File: config.mk
export PLATFORM = sky130hd
export DESIGN_NAME = const_lut_mult
export DESIGN_NICKNAME = d
export VERILOG_FILES = /design/src/rtl/const_lut_mult_pkg.sv /design/src/rtl/const_lut_mult_ctrl.sv /design/src/rtl/const_lut_mult_dp.sv /design/src/rtl/const_lut_mult.sv
export SDC_FILE = /design/constraint.sdc
export NUM_CORES = 1
export LEC_CHECK = 0
export ABC_AREA = 1
export BUFFER_PORTS_ARGS = -buffer_cell sky130_fd_sc_hd__buf_4
export CORE_UTILIZATION = 45
export DETAILED_ROUTE_END_ITERATION = 8
export PLACE_DENSITY = 0.74
export SETUP_SLACK_MARGIN = 0.02
export SLEW_MARGIN = 10
export SYNTH_ARGS = -nofsm -noshare
export SYNTH_HDL_FRONTEND = slang
export SYNTH_SLANG_ARGS = --single-unit
File: constraint.sdc
create_clock -name clk -period 4.1 [get_ports clk]
set_input_delay 0.615 -clock clk [delete_from_list [all_inputs] [get_ports clk]]
set_output_delay 0.615 -clock clk [all_outputs]
set_load 0.05 [all_outputs]
File: src/rtl/const_lut_mult_pkg.sv
package const_lut_mult_pkg;
  localparam int unsigned NUM_SLICES = 4;
  localparam int unsigned PIPE_DEPTH = 3;

  typedef struct packed {
    logic ldTab;
    logic ldSum1;
    logic ldSum2;
  } stageStrobes_t;
endpackage

File: src/rtl/const_lut_mult_ctrl.sv
module const_lut_mult_ctrl
  import const_lut_mult_pkg::*;
(
  input  logic          clk,
  input  logic          rst,
  input  logic          inValid,
  output stageStrobes_t str,
  output logic          outValid
);
  logic [PIPE_DEPTH-1:0] vPipe;

  always_ff @(posedge clk) begin
    if (rst) vPipe <= '0;
    else     vPipe <= {vPipe[PIPE_DEPTH-2:0], inValid};
  end

  always_comb begin
    str.ldTab  = inValid  & ~rst;
    str.ldSum1 = vPipe[0] & ~rst;
    str.ldSum2 = vPipe[1] & ~rst;
  end

  assign outValid = vPipe[PIPE_DEPTH-1];

  // a valid result always traces back to an accepted operand
  assert_valid_delay_R2: assert property (@(posedge clk) disable iff (rst)
    outValid |-> $past(inValid, 3));

  // the last stage never reloads while reset is applied
  assert_reset_quiet_R5: assert property (@(posedge clk) disable iff (rst)
    $past(rst) |-> !outValid);
endmodule

File: src/rtl/const_lut_mult_dp.sv
module const_lut_mult_dp
  import const_lut_mult_pkg::*;
#(
  parameter int unsigned IN_W = 16,
  parameter int unsigned K_W  = 16,
  parameter logic [K_W-1:0] COEF = '0
) (
  input  logic                 clk,
  input  logic                 rst,
  input  stageStrobes_t        str,
  input  logic [IN_W-1:0]      opIn,
  output logic [IN_W+K_W-1:0]  product
);
  localparam int unsigned SW     = IN_W / NUM_SLICES;
  localparam int unsigned DEPTH  = 2 ** SW;
  localparam int unsigned TAB_W  = K_W + SW;
  localparam int unsigned PAIR_W = K_W + 2 * SW;
  localparam int unsigned OUT_W  = IN_W + K_W;

  logic [TAB_W-1:0] tabQ [NUM_SLICES];

  for (genvar s = 0; s < NUM_SLICES; s++) begin : g_slice
    logic [TAB_W-1:0] rom [DEPTH];
    for (genvar e = 0; e < DEPTH; e++) begin : g_entry
      assign rom[e] = TAB_W'(e) * TAB_W'(COEF);
    end
    always_ff @(posedge clk) begin
      if (str.ldTab) tabQ[s] <= rom[opIn[s*SW +: SW]];
    end
  end

  logic [PAIR_W-1:0] sumLo, sumHi;

  always_ff @(posedge clk) begin
    if (str.ldSum1) begin
      sumLo <= PAIR_W'(tabQ[0]) + (PAIR_W'(tabQ[1]) << SW);
      sumHi <= PAIR_W'(tabQ[2]) + (PAIR_W'(tabQ[3]) << SW);
    end
  end

  always_ff @(posedge clk) begin
    if (str.ldSum2) product <= OUT_W'(sumLo) + (OUT_W'(sumHi) << (2 * SW));
  end

  // the output register only moves when the control grants a load
  assert_hold_R6: assert property (@(posedge clk) disable iff (rst)
    !str.ldSum2 |=> $stable(product));
endmodule

File: src/rtl/const_lut_mult.sv
module const_lut_mult
  import const_lut_mult_pkg::*;
#(
  parameter int unsigned IN_W = 16,
  parameter int unsigned K_W  = 16,
  parameter logic [K_W-1:0] COEF = 16'hB5A3
) (
  input  logic                clk,
  input  logic                rst,
  input  logic                inValid,
  input  logic [IN_W-1:0]     opIn,
  output logic                outValid,
  output logic [IN_W+K_W-1:0] product
);
  localparam int unsigned OUT_W = IN_W + K_W;

  stageStrobes_t str;

  const_lut_mult_ctrl ctrl_i (
    .clk(clk), .rst(rst), .inValid(inValid), .str(str), .outValid(outValid)
  );

  const_lut_mult_dp #(.IN_W(IN_W), .K_W(K_W), .COEF(COEF)) dp_i (
    .clk(clk), .rst(rst), .str(str), .opIn(opIn), .product(product)
  );

  // end-to-end exact product three clocks after the operand
  assert_product_R1: assert property (@(posedge clk) disable iff (rst)
    outValid |-> product == OUT_W'($past(opIn, 3)) * OUT_W'(COEF));
endmodule

==> metrics.md <==
| Metric | Value |
|---|---|
| Clk Latency, worst-skew pair | `0.43 ns` |
| Wire per inst | `13.4 um` |
| Register Area | `4740 um2` |
| Average instance area after synthesis | `8.42 um2` |
| Layout Cells excl Fill | `1520` |
| Fin area | `11200 um2` |
| Sw Pwr | `1.27 mW` |
| Fmax | `0.506 GHz` |
| Clock group share of total power | `36.7%` |
| Critical Path RT | `4.28 ns` |
| Sequential power share | `43.9%` |
| Max_cap viols | `0` |
| N_diodes | `0` |
| Startpoint Class | `flip-flop` |
| Layout Skew | `0.0121 ns` |
| Finished Core Util | `52.7%` |
| GRT Total Usage | `18.6%` |
| Cts hold-fix bufs | `0` |
| RSZ-0062 raised after global routing | `false` |
| Dpl ws | `2.05 ns` |
| Synth warn | `0` |
| Clk root buf | `clkbuf_16` |
| CTS HTree Levels | `4` |
| CTS tree | `yes` |
| Post-Synthesis Cell Area | `9900 um2` |
| Critical path class | `flip-flop to flip-flop` |
| Initial DRC count | `398` |
| Switching Share | `28.0%` |
| Standard-cell rows | `53` |
| IO Pins | `52` |
| WL final | `20300 um` |
| CP max stage delay | `0.44 ns` |
| Post-Place Cells | `1488` |
| Number of I/O port buffers | `51` |
| Most used routing layer | `met2` |
| First-pass GRT wire length | `32400 um` |
| Initial Util | `46.5%` |
| Vias in the first global route | `6751` |
| GPL Wtd Cong | `0.899` |
| DP Area | `10600 um2` |
| Max Slew Vio Count | `0` |
| Top cell by count, worst path | `nand2_1` |
| Full die area | `22600 um2` |
| Post-DRT Antenna Nets | `0` |
| Setup tns final | `0 ns` |
| PostCTS Resize Cnt | `0` |
| Yosys reg bits | `159` |
| Placed wire-length estimate | `16000 um` |
| Setup bufs post-CTS | `0` |
| P&R area growth vs syn | `13.3%` |
| Rel. slew slack | `37.1%` |
| Top_reg_cell synth | `edfxtp_1` |
| Total power divided by cell area | `404 nW/um2` |
| Final nets | `1326` |
| DR DRC count | `0` |
| Num CTS Buffers | `17` |
| Period utilization | `48.2%` |
| Area occupied by multi-input gates | `4520 um2` |
| Antenna violations before repair | `0` |
| Synthesized netlist cell count | `1176` |
| CP Capture Type | `flip-flop` |
| CTS Buffer Depth | `2` |
| Number of synthesized flops with an enable pin | `156` |
| Final setup vio count | `0` |
| Core ar. | `21300 um2` |
| Die height | `150 um` |
| Clk slew on worst S/H paths | `0.06 ns` |
| Met1 GRT Util | `25.4%` |
| Status | `complete, no violations` |
| Final hold violations | `0` |
| Die width | `150 um` |
| Critical path peak fanout | `4` |
| Post-synth ARST share | `0%` |
| Post-synthesis cell type count | `33` |
| Vias per cell | `5.02` |
| Hold WC Path Type | `flip-flop to flip-flop` |
| Fillcell total | `1907` |
| Share of layout cells above drive strength 1 | `9.32%` |
| GR Layer Usage met3 | `3.79%` |
| Crit-path cells | `ha_1, fa_1, nand3_1, nand3_1, nand2_1, nand2_1, nand2_1, nand2_1, nand2_1, nand2_1` |
| Drt first pass iters | `7` |
| Largest net degree at the start of global routing | `77` |
| Peak VDD IR | `217 uV` |
| Grt met2 use | `29.3%` |
| Slowest CP cell | `fa_1` |
| Worst Path Arrival | `2.16 ns` |
| Lkg Pwr | `5.11 nW` |
| Measured slew at the worst slew-check pin | `0.944 ns` |
| Comb pwr share | `19.4%` |
| Fin crit period | `1.97 ns` |
| Cell-internal power | `3.26 mW` |
| Seq/Total Area, Yosys | `47.9%` |
| Synth Net Count | `1270` |
| Final WS setup | `2.13 ns` |
| Via count | `7627` |
| Overflow after GRT | `0` |
| Clock Sinks | `159` |
==> cell usage in the layout, fill, tap and decap left out, drive strengths merged, types with 4 or more instances in the layout <==
master	count
nand2	377
edfxtp	156
inv	156
nor2	118
o21ai	76
ha	72
nand3	71
buf	53
a21oi	42
xor2	30
clkbuf	20
nand4	8
o211ai	8
a22oi	8
nor3	7
and2	6
clkinv	6
or2	5
o221ai	4
clkinvlp	4
bufinv	4
==> cell families after synthesis <==
logic type                 share of synthesized area [%]
and+or+nand+nor                                     25.1
buffers and inverters                               6.65
DFF                                                 47.9
AOI/OAI and AO/OA                                   7.72
adders and majority gates                           9.71
xor gates and xnor gates                            2.92
==> worst max-delay path, delay by kind of cell (launching register included) <==
family,cells,cell delay [ns]
adder cells (fa/ha/maj),2,0.69
flip-flops,1,0.38
AND/OR/NAND/NOR,8,0.66
==> power groups by stage <==
stage	combinational (mW)	sequential, mW	clock, mW
3_3_place_gp	0.856	2.02	0
5_1_grt	1.00	2.00	1.74
2_1_floorplan	0.639	2.03	0
4_1_cts	0.877	1.99	1.68
6_report	0.878	1.99	1.66
3_5_place_dp	0.872	2.02	0
==> through the flow <==
step / total power [mW] / hold slack [ns]
3_3_place_gp: 2.87 / 0.403
6_report: 4.53 / 0.417
4_1_cts: 4.55 / 0.408
5_1_grt: 4.74 / 0.420
2_1_floorplan: 2.66 / 0.400
3_5_place_dp: 2.89 / 0.405
==> cell usage after synthesis, types with 6 or more instances <==
cell      instances  area [um2]
clkbuf_1         12        45.0
a21oi_1          42         210
o211ai_1          8        60.1
nand2_2          11        68.8
o21ai_0          75         375
ha_1             72         901
nand2_1         366        1370
inv_1           152         571
and2_1            6        37.5
a22oi_1           8        60.1
nand4_1           8        50.1
nor2_1          109         409
edfxtp_1        156        4680
nor2_2            6        37.5
nand3_1          67         335
nor3_1            7        35.0
xor2_1           30         263
==> state kept, by name, indices dropped and copies added (netlist names) <==
signal and count:
dp_i.product 32, ctrl_i.vPipe 3, dp_i.tabQ 76, dp_i.sumLo 24, dp_i.sumHi 24
==> layer usage <==
metal	share of wire, %	vias to the layer above	wire length [um]
met4	1.6	0	318
li1	-	3974	-
met2	46	184	9370
met5	0	-	0
met3	4.5	30	906
met1	48	3439	9730
==> worst paths after layout <==
kind	from	endpoint	slack (ns)	cells past startpoint
worst min-delay path	dp_i.sumLo[5]	dp_i.product[5]	0.42	0
worst max-delay path	dp_i.tabQ[0][4]	dp_i.sumLo[20]	2.13	10
worst max register to register	dp_i.tabQ[0][4]	dp_i.sumLo[20]	2.13	10
worst min register to register	dp_i.sumLo[5]	dp_i.product[5]	0.42	0
==> final cells by class <==
type	instances	share of cell area [%]
flip-flops and latches	159	42.3
repair buffers	53	3.55
multi-input cells	843	40.3
clock inverters	12	1.65
clock buffers	20	3.89
inverters	158	5.29
well taps	275	3.07
Note: power is estimated with default switching activity, not from simulation.
